`src/rtl/fbuf_pkg.sv`:
```
// Shared definitions for the frame buffer.
// Assumes byte-wide storage; the host read source is decoded into an enum.
package fbuf_pkg;
    localparam int BYTE_W = 8;
    typedef logic [BYTE_W-1:0] byte_t;

    // Where a host read takes its byte from
    typedef enum logic [2:0] {
        SRC_MEM  = 3'd0,
        SRC_LQI  = 3'd1,
        SRC_ED   = 3'd2,
        SRC_STAT = 3'd3,
        SRC_ZERO = 3'd4
    } hsrc_e;
endpackage

```
`src/rtl/fbuf_cnt.sv`:
```
// Port address pointer: cleared by clr, advanced by inc.
// Assumes the caller gates inc with any limit; clr has priority over inc.
module fbuf_cnt #(
    parameter int W = 9
) (
    input  logic         clk,
    input  logic         rst_n,
    input  logic         clr,
    input  logic         inc,
    output logic [W-1:0] cnt
);
    // Pointer register update
    always_ff @(posedge clk) begin
        if (!rst_n)   cnt <= '0;
        else if (clr) cnt <= '0;
        else if (inc) cnt <= cnt + W'(1);
    end
endmodule

```
`src/rtl/fbuf_mem.sv`:
```
// Flop-array byte store with two write ports and two combinational read ports.
// Port A (baseband) wins over port B (host) on the same address.
// Assumes no reset of contents; validity is tracked outside.
module fbuf_mem
    import fbuf_pkg::*;
#(
    parameter int DEPTH = 128,
    parameter int AW    = $clog2(DEPTH)
) (
    input  logic          clk,
    input  logic          we_a,
    input  logic [AW-1:0] addr_a,
    input  byte_t         din_a,
    input  logic          we_b,
    input  logic [AW-1:0] addr_b,
    input  byte_t         din_b,
    input  logic [AW-1:0] raddr_a,
    output byte_t         rdata_a,
    input  logic [AW-1:0] raddr_b,
    output byte_t         rdata_b,
    output byte_t         len_byte
);
    byte_t cells [DEPTH];

    // Writes: host first, baseband last so it overrides a collision
    always_ff @(posedge clk) begin
        if (we_b) cells[addr_b] <= din_b;
        if (we_a) cells[addr_a] <= din_a;
    end

    // Combinational read ports and the length byte at address 0
    always_comb begin
        rdata_a  = cells[raddr_a];
        rdata_b  = cells[raddr_b];
        len_byte = cells[0];
    end
endmodule

```
`src/rtl/fbuf_flags.sv`:
```
// Control flags: contents-invalid, baseband-transfer-active and sticky violation.
// Assumes single-cycle pulses on sleep, start, done and clear.
module fbuf_flags (
    input  logic clk,
    input  logic rst_n,
    input  logic sleep,
    input  logic any_we,
    input  logic bb_start,
    input  logic bb_done,
    input  logic viol_set,
    input  logic viol_clr,
    output logic invalid,
    output logic bb_active,
    output logic viol
);
    // Invalid after reset or sleep, cleared by any write; sleep wins
    always_ff @(posedge clk) begin
        if (!rst_n)      invalid <= 1'b1;
        else if (sleep)  invalid <= 1'b1;
        else if (any_we) invalid <= 1'b0;
    end

    // Baseband transfer window
    always_ff @(posedge clk) begin
        if (!rst_n)        bb_active <= 1'b0;
        else if (sleep)    bb_active <= 1'b0;
        else if (bb_start) bb_active <= 1'b1;
        else if (bb_done)  bb_active <= 1'b0;
    end

    // Sticky violation; a new violation beats a clear
    always_ff @(posedge clk) begin
        if (!rst_n)        viol <= 1'b0;
        else if (viol_set) viol <= 1'b1;
        else if (viol_clr) viol <= 1'b0;
    end
endmodule

```
`src/rtl/frame_store.sv`:
```
// Dual-port radio frame buffer top.
// Baseband and host each own a pointer into a shared byte store. The host
// sequential read appends the receive quality bytes after the frame. Baseband
// reads can substitute a supplied checksum for the last two payload bytes.
// Assumes the byte at address 0 is the frame length; reads are registered.
module frame_store
    import fbuf_pkg::*;
#(
    parameter int DEPTH = 128
) (
    input  logic                      clk,
    input  logic                      rst_n,
    input  logic                      sleep_i,
    input  logic                      bb_start_i,
    input  logic                      bb_done_i,
    input  logic                      bb_wr_i,
    input  logic                      bb_rd_i,
    input  logic [7:0]                bb_wdata_i,
    output logic [7:0]                bb_rdata_o,
    input  logic                      rx_meta_we_i,
    input  logic [7:0]                rx_lqi_i,
    input  logic [7:0]                rx_ed_i,
    input  logic [7:0]                rx_stat_i,
    input  logic                      auto_crc_i,
    input  logic [15:0]               crc_i,
    input  logic                      host_start_i,
    input  logic                      host_rand_i,
    input  logic [$clog2(DEPTH)-1:0]  host_addr_i,
    input  logic                      host_wr_i,
    input  logic                      host_rd_i,
    input  logic [7:0]                host_wdata_i,
    output logic [7:0]                host_rdata_o,
    input  logic                      viol_clr_i,
    output logic                      viol_o,
    output logic                      invalid_o
);
    localparam int AW = $clog2(DEPTH);
    localparam int CW = AW + 2;               // room for L+4
    localparam logic [CW-1:0] LAST = CW'(DEPTH - 1);

    logic [CW-1:0] bb_cnt, host_cnt, frame_len, len_p1, len_p2, len_p3;
    byte_t         len_byte, mem_bb, mem_host;
    byte_t         lqi_q, ed_q, stat_q;
    logic          host_seq_rd, host_seq_wr, host_we, host_inc, bb_inc;
    logic          viol_set, any_we, bb_active;
    logic [AW-1:0] host_ptr_addr;
    hsrc_e         host_src;

    // Length decode with clamp to the last cell
    always_comb begin
        frame_len = (CW'(len_byte) > LAST) ? LAST : CW'(len_byte);
        len_p1    = frame_len + CW'(1);
        len_p2    = frame_len + CW'(2);
        len_p3    = frame_len + CW'(3);
    end

    // Host access decode: address, write enable, pointer advance
    always_comb begin
        host_seq_rd   = host_rd_i && !host_rand_i;
        host_seq_wr   = host_wr_i && !host_rand_i;
        host_ptr_addr = host_rand_i ? host_addr_i : host_cnt[AW-1:0];
        host_we       = host_rand_i ? host_wr_i
                                    : (host_seq_wr && (host_cnt < CW'(DEPTH)));
        host_inc      = host_seq_wr ? (host_cnt < LAST)
                                    : (host_seq_rd && (host_cnt <= len_p3));
        bb_inc        = (bb_wr_i || bb_rd_i) && (bb_cnt < LAST);
        any_we        = bb_wr_i || host_we;
        viol_set      = bb_active && (host_seq_rd || host_seq_wr)
                        && (host_cnt >= bb_cnt);
    end

    fbuf_cnt #(.W(CW)) u_bb_cnt (
        .clk(clk), .rst_n(rst_n), .clr(bb_start_i), .inc(bb_inc), .cnt(bb_cnt)
    );

    fbuf_cnt #(.W(CW)) u_host_cnt (
        .clk(clk), .rst_n(rst_n), .clr(host_start_i), .inc(host_inc), .cnt(host_cnt)
    );

    fbuf_mem #(.DEPTH(DEPTH), .AW(AW)) u_mem (
        .clk(clk),
        .we_a(bb_wr_i), .addr_a(bb_cnt[AW-1:0]), .din_a(bb_wdata_i),
        .we_b(host_we), .addr_b(host_ptr_addr), .din_b(host_wdata_i),
        .raddr_a(bb_cnt[AW-1:0]), .rdata_a(mem_bb),
        .raddr_b(host_ptr_addr), .rdata_b(mem_host),
        .len_byte(len_byte)
    );

    fbuf_flags u_flags (
        .clk(clk), .rst_n(rst_n), .sleep(sleep_i), .any_we(any_we),
        .bb_start(bb_start_i), .bb_done(bb_done_i),
        .viol_set(viol_set), .viol_clr(viol_clr_i),
        .invalid(invalid_o), .bb_active(bb_active), .viol(viol_o)
    );

    // Latch receive quality bytes
    always_ff @(posedge clk) begin
        if (!rst_n) begin
            lqi_q  <= '0;
            ed_q   <= '0;
            stat_q <= '0;
        end else if (rx_meta_we_i) begin
            lqi_q  <= rx_lqi_i;
            ed_q   <= rx_ed_i;
            stat_q <= rx_stat_i;
        end
    end

    // Select the source of a host read
    always_comb begin
        if (invalid_o)                host_src = SRC_ZERO;
        else if (host_rand_i)         host_src = SRC_MEM;
        else if (host_cnt <= frame_len) host_src = SRC_MEM;
        else if (host_cnt == len_p1)  host_src = SRC_LQI;
        else if (host_cnt == len_p2)  host_src = SRC_ED;
        else if (host_cnt == len_p3)  host_src = SRC_STAT;
        else                          host_src = SRC_ZERO;
    end

    // Register host read data
    always_ff @(posedge clk) begin
        if (!rst_n) host_rdata_o <= '0;
        else if (host_rd_i) begin
            case (host_src)
                SRC_MEM:  host_rdata_o <= mem_host;
                SRC_LQI:  host_rdata_o <= lqi_q;
                SRC_ED:   host_rdata_o <= ed_q;
                SRC_STAT: host_rdata_o <= stat_q;
                default:  host_rdata_o <= '0;
            endcase
        end
    end

    // Register baseband read data with optional checksum substitution
    always_ff @(posedge clk) begin
        if (!rst_n) bb_rdata_o <= '0;
        else if (bb_rd_i) begin
            if (invalid_o)
                bb_rdata_o <= '0;
            else if (auto_crc_i && (frame_len >= CW'(2)) && (bb_cnt == frame_len - CW'(1)))
                bb_rdata_o <= crc_i[7:0];
            else if (auto_crc_i && (frame_len >= CW'(2)) && (bb_cnt == frame_len))
                bb_rdata_o <= crc_i[15:8];
            else
                bb_rdata_o <= mem_bb;
        end
    end
endmodule

```
`config.mk`:
```
export PLATFORM = sky130hd
export DESIGN_NAME = frame_store
export DESIGN_NICKNAME = d
export VERILOG_FILES = /design/src/rtl/fbuf_pkg.sv /design/src/rtl/fbuf_cnt.sv /design/src/rtl/fbuf_mem.sv /design/src/rtl/fbuf_flags.sv /design/src/rtl/frame_store.sv
export SDC_FILE = /design/constraint.sdc
export NUM_CORES = 2
export LEC_CHECK = 0
export ABC_AREA = 0
export BUFFER_PORTS_ARGS = -buffer_cell sky130_fd_sc_hd__buf_2
export CAP_MARGIN = 30
export CORE_ASPECT_RATIO = 0.8
export CORE_MARGIN = 2
export CORE_UTILIZATION = 45
export DETAILED_ROUTE_END_ITERATION = 16
export PLACE_DENSITY_LB_ADDON = 0.2
export SYNTH_ARGS = -nofsm -noshare
export SYNTH_HDL_FRONTEND = slang
export SYNTH_SLANG_ARGS = --single-unit
```
`constraint.sdc`:
```
create_clock -name clk -period 3.2 [get_ports clk]
set_input_delay 0.16 -clock clk [delete_from_list [all_inputs] [get_ports clk]]
set_output_delay 0.16 -clock clk [all_outputs]
set_load 0.005 [all_outputs]
```
======== Word level (Yosys, flattened, before mapping) ========
Memories as Yosys holds them, arrays and structs flattened. A register that Yosys moved wholly into a read port is not among the register bits.
Cells that the tools add are included.
word-level totals
  register bits after elaboration ......... 61
  bits in writable memories ............... 1024
  output and inout port bits .............. 18
  logic and storage cells ................. 78
  memories kept ........................... 1
cells by class
  add/subtract/negate cells ............... 6
  $lt $le $gt $ge ......................... 8
  equal/unequal tests ..................... 8
  mux-type cells .......................... 24
  bitwise operators ....................... 1
  reductions and logical operators ........ 20
memory list
  memory       depth  bits a word  read ports  clocked after memory_dff  write ports  RTL line        source
  u_mem.cells  128    8            3           1                         2            fbuf_mem.sv:23  byte_t cells [DEPTH];
operators by type and width
  cell                                                        count
  == test 9 bit                                               4
  two-way mux 8 bit                                           4
  case mux 8 bit (4 select lines)                             1
  two-way mux 7 bit                                           3
  adder 8 x 2 -> 9 bit, second input constant                 2
  adder 9 x 1 -> 9 bit, second input constant                 2
  less-than comparator 9 x 7 -> 1 bit, second input constant  2
  two-way mux 3 bit                                           6
  logical AND 1 bit                                           10
  two-way mux 1 bit                                           10
  adder 8 x 1 -> 9 bit, second input constant                 1
  == test 9 x 8 -> 1 bit                                      1
  >= comparator 9 bit                                         1
  less-or-equal comparator 9 x 8 -> 1 bit                     1
  less-or-equal comparator 9 bit                              1
  less-than comparator 9 x 8 -> 1 bit, second input constant  1
  subtractor 8 x 1 -> 9 bit, second input constant            1
  >= comparator 8 x 2 -> 1 bit, second input constant         1
  > comparator 8 x 7 -> 1 bit, second input constant          1
  == test 3 x 2 -> 1 bit, second input constant               2
  OR reduction 2 bit                                          3
  nonzero test 2 bit                                          2
  == test 3 x 1 -> 1 bit, second input constant               1
  zero test 3 bit                                             1
  3 further kinds                                             5

======== Logic depth before layout (Yosys ltp) ========
An unclocked memory read counts as a cell.
  word-level depth ........................ 13
  gate-level depth with buffers ........... 17
  gate-level depth less buffers ........... 16

======== Hierarchy ========
A second synthesis with hierarchy kept.
second synthesis, totals
  cell total of the unflattened synthesis .. 4038
  area, all modules ....................... 65602.9 um2
modules (own cells, without submodules)
  module       times used  cells each  area an instance (um2)
  fbuf_mem     1           3499        60989.7
  frame_store  1           440         3683.5
  fbuf_cnt     2           44          411.6
  fbuf_flags   1           11          106.4

======== Worst setup path before layout ========
No wires, ideal clock.
  path type ............................... register to register
  from .................................... memory u_mem.cells[0][7] (netlist bit)
  to ...................................... register host_rdata_o[2]
  arrival time ............................ 3.325 ns
  setup slack ............................. -0.200 ns
  cell stages (with the launch flop) ...... 17
  buffers on the path ..................... 2
  clock period less this slack ............ 3.400 ns
  cell sequence ........................... edfxtp_1 -> buf_2 -> nor2_1 -> inv_1 -> ha_1 -> a22oi_1 -> nor2_1 -> a21oi_1 -> a31oi_1 -> ha_1 -> and4_1 -> nand3_1 -> o31ai_1 -> or4b_1 -> clkbuf_1 -> or2_0 -> a31oi_1
RTL lines
  element               RTL line            source
  start, declared       fbuf_mem.sv:23
  end signal, assigned  frame_store.sv:125  SRC_MEM: host_rdata_o <= mem_host;
  end signal, assigned  frame_store.sv:126  SRC_LQI: host_rdata_o <= lqi_q;
  end signal, assigned  frame_store.sv:127  SRC_ED: host_rdata_o <= ed_q;
  end, declared         frame_store.sv:32   output logic [7:0] host_rdata_o,

======== Worst setup path after layout ========
  from .................................... register u_host_cnt.cnt[0]
  to ...................................... register host_rdata_o[4]
between the ends
  cells in the longest elaborated chain, start to end .. 9
  elaborated cells between the ends (all ways) .. 17
  classes of those cells .................. order compare: 1; eq/ne: 6; mux: 8; reduce/logical: 1; memory: 1
RTL lines
  element                                         RTL line            source
  start, declared                                 fbuf_cnt.sv:10      output logic [W-1:0] cnt
  start signal, assigned                          fbuf_cnt.sv:16      else if (inc) cnt <= cnt + W'(1);
  == test 9 bit                                   frame_store.sv:116  else if (host_cnt == len_p3) host_src = SRC_STAT;
  two-way mux 3 bit                               frame_store.sv:116
  two-way mux 3 bit                               frame_store.sv:115  else if (host_cnt == len_p2) host_src = SRC_ED;
  two-way mux 3 bit                               frame_store.sv:114  else if (host_cnt == len_p1) host_src = SRC_LQI;
  two-way mux 3 bit                               frame_store.sv:113  else if (host_cnt <= frame_len) host_src = SRC_MEM;
  two-way mux 3 bit                               frame_store.sv:112  else if (host_rand_i) host_src = SRC_MEM;
  two-way mux 3 bit                               frame_store.sv:111  if (invalid_o) host_src = SRC_ZERO;
  == test 3 x 2 -> 1 bit (tied with other cells)  frame_store.sv:124  case (host_src)
  case mux 8 bit (4 select lines) *               frame_store.sv:124
Every way passes the cells marked *; elsewhere a longest branch is shown, timed or not.
A chain may end at the register's enable or synchronous reset.

==> results.sh <==
export IMPL_outcome="finished, violations left"
export IMPL_violations="setup timing"
export IMPL_postSynthCellCount=4854
export IMPL_synthMuxAreaShare_pct=30.8
export IMPL_firstDrtPassIters=9
export IMPL_synth_area_top_cells="edfxtp_1, mux2_2, mux4_2"
export IMPL_area_growth_pct=24.2
export IMPL_cts_sinks=1092
export IMPL_clk_latency_ps=790
export IMPL_synth_compound_area_share_pct=9.35
export IMPL_drt_total_wl_mm=298
export IMPL_cp_common_cell="buf_6"
export IMPL_avgRoutedWirePerCell_um=39.5
export IMPL_swShare_pct=25.9
export IMPL_postSynth_asyncResetShare_pct=0
export IMPL_yosysMostFrequentCell="mux2_2"
export IMPL_power_net_switching_mw=9.03
export IMPL_finalSetupTns_ps=-1960
export IMPL_synth_fa_ha_area_share_pct=0.579
export IMPL_dr_total_vias=54400
export IMPL_worstSetupPathType="reg2reg"
export IMPL_holdWs_ps=72.1
export IMPL_cp_cell_sequence="buf_6 > buf_6 > nand4bb_4 > buf_6 > buf_12 > buf_16 > buf_12 > buf_6 > a21oi_2 > or4_1 > o31ai_2 > buf_4 > o21ai_4 > a2111o_1 > o31ai_4 > o221a_4"
export IMPL_synth_common_cells="mux2_2, edfxtp_1, o22ai_1, clkbuf_1, mux4_2"
export IMPL_antenna_found_initial=22
export IMPL_initial_core_util_pct=45.4
export IMPL_synth_main_ff_cell="edfxtp_1"
export IMPL_synth_top_family_by_area="multiplexers"
export IMPL_critPathMaxFanout=5
export IMPL_seq_area_frac_synth_pct=49.5
export IMPL_netlist_area_leader_share_pct=47.4
export IMPL_pre_cts_ws_ps=-665
export IMPL_startpoint="u_host_cnt.cnt[0]$_SDFFE_PP0P_"
export IMPL_holdCritPathClass="in2reg"
export IMPL_rows=124
export IMPL_grtUsageTotal_pct=39.6
export IMPL_dieArea_sq_um=147000
export IMPL_cts_buffers=116
export IMPL_tightest_slew_ps=1100
export IMPL_vias_per_cell=7.20
export IMPL_drive_above_1_share_pct=49.9
export IMPL_cts_root_buf="clkbuf_16"
export IMPL_gp_congestion=1.03
export IMPL_grt_remaining_overflow=0
export IMPL_io_buffers=94
export IMPL_core_area_sq_um=143000
export IMPL_combPwrFrac_pct=13.7
export IMPL_peakVddDrop_uv=426
export IMPL_synth_edf_count=1024
export IMPL_slew_headroom_pct=26.4
export IMPL_post_route_worst_setup_slack_ps=-219
export IMPL_fmax_ghz=0.292
export IMPL_synthDistinctLibCells=87
export IMPL_drtIter0Drc=10200
export IMPL_final_area_sq_um=80500
export IMPL_cts_tree="built"
export IMPL_drcViolationCount=0
export IMPL_num_io_pins=95
export IMPL_syn_area_per_cell_sq_um=13.4
export IMPL_fill_cells=11700
export IMPL_synth_largest_area_cell="edfxtp_1"
export IMPL_leakage_nw=27.8
export IMPL_synth_xor_area_share_pct=0.432
export IMPL_power_density_nw_per_um2=433
export IMPL_nets=5662
export IMPL_grt_pass1_wl_mm=410
export IMPL_critPathMaxStageDelay_ps=540
export IMPL_clock_power_share_pct=41.3
export IMPL_r2r_start="u_host_cnt.cnt[0]$_SDFFE_PP0P_"
export IMPL_cts_path_max_buffers=3
export IMPL_htree_num_levels=3
export IMPL_dieWidth_um=428
export IMPL_p_seq_share_pct=45.0
export IMPL_syn_area_sq_um=64800
export IMPL_placed_area_sq_um=73200
export IMPL_worstPathArrival_ps=4140
export IMPL_intPower_mw=25.8
export IMPL_slew_viol_final=0
export IMPL_clkSlewWorstSetupHoldPaths_ps=60
export IMPL_regArea_sq_um=32100
export IMPL_final_hold_viol_count=0
export IMPL_worstHoldStart="bb_wdata_i[0]"
export IMPL_critPathRequiredTime_ps=3920
export IMPL_finalCritPeriodShare_pct=107
export IMPL_grt_max_degree=129
export IMPL_utilization_pct=56.3
export IMPL_post_dp_hpwl_mm=206
export IMPL_finClkSkew_ps=26.7
export IMPL_setup_viol=24
export IMPL_multi_input_area_sq_um=31600
export IMPL_rsz0062_at_grt="yes"
export IMPL_p_total_mw=34.9
export IMPL_dp_cells=7146
export IMPL_end_kind="flop"
export IMPL_ys_warn_count=0
export IMPL_synth_simple_area_share_pct=5.73
export IMPL_synth_seq_cells=1092
export IMPL_ant_nets=0
export IMPL_drv_cap=0
export IMPL_startpoint_type="flop"
export IMPL_cp_slowest_cell="or4_1"
export IMPL_die_h_um=343
export IMPL_fin_crit_ps=3420
export IMPL_fin_cells=7556
export IMPL_grt_pass1_vias=50300
worst paths after layout:
check	slack [ps]	to	cells past startpoint
setup / recovery	-220	host_rdata_o[4]$_SDFFE_PN0P_	16
hold / removal	70	u_mem.cells[77][0]$_DFFE_PP_	2
setup reg to reg	-220	host_rdata_o[4]$_SDFFE_PN0P_	16
hold reg to reg	520	u_bb_cnt.cnt[7]$_SDFFE_PP0P_	2
cell families after synthesis:
group / Yosys count
adders and majority gates: 30
other: 1
and+or+nand+nor: 749
buffers and inverters: 551
DFF: 1092
xor gates and xnor gates: 32
AOI/OAI and AO/OA: 948
muxes: 1451
area by class of cell:
cell class                      instances  share of cell area, %
Sequential cell                      1092                   39.9
Multi-Input combinational cell       3212                   39.2
Timing Repair Buffer                 1103                   12.9
Clock buffer                          140                   3.87
Tap cell                             1890                   2.94
Clock inverter                         77                  0.996
Inverter                               30                  0.143
Antenna cell                           12                 0.0373
critical path: cells and delay by family (launching register included):
family                 cells  cell delay, ps
AO/OA/AOI/OAI              6            1310
buffers and inverters      8            1010
AND/OR/NAND/NOR            2             670
flip-flops                 1             340
power by group through the flow:
stage | logic, mW | clock network [mW] | registers [mW]
CTS | 4.44 | 14.4 | 15.7
global placement | 4.09 | 0 | 16.0
finish | 4.76 | 14.4 | 15.7
detailed placement | 4.13 | 0 | 16.0
global route | 4.83 | 14.9 | 15.7
floorplan | 2.23 | 0 | 16.0
flip-flops by register name, indices dropped and copies added (netlist names), named ones only:
signal / count
host_rdata_o: 8
stat_q: 8
u_flags.bb_active: 1
u_flags.invalid: 1
u_host_cnt.cnt: 9
u_mem.cells: 1024
u_bb_cnt.cnt: 9
u_flags.viol: 1
ed_q: 8
lqi_q: 8
bb_rdata_o: 8
what timing repair did:
action | in CTS | in global routing
hold endpoints to repair | 56 | 0
cloned | 14 | 1
hold buffers | 52 | 0
setup endpoints to repair | 27 | 56
resized for setup | 182 | 107
pin swaps | 58 | 46
buffers inserted | 86 | 38
cells in the final DEF, fill, tap and decap left out, types with 25 or more instances in the layout:
master and n:
clkbuf_16 120, nand2_1 242, ha_1 28, o21ai_0 100, buf_4 777, edfxtp_1 1024
buf_12 127, mux4_2 328, or4_1 25, mux2i_1 67, a21oi_1 192, xnor2_1 28
dlygate4sd3_1 52, nor2b_1 53, inv_1 25, clkinv_2 25, a22oi_1 32, dfxtp_1 60
o22ai_1 352, nor2_1 163, nand3_1 38, buf_2 82, buf_6 38, mux2_2 1053
nor3_1 37
routing by layer:
| layer | up-vias | share of wire, % | track usage [%] |
|---|---|---|---|
| li1 | 20900 | - | - |
| met1 | 27500 | 39 | 55.9 |
| met2 | 5014 | 39 | 52.9 |
| met3 | 877 | 17 | 17.3 |
| met4 | 42 | 4.9 | 15.9 |
| met5 | - | 0.23 | 0 |
Power figures use the tool's default switching activity.
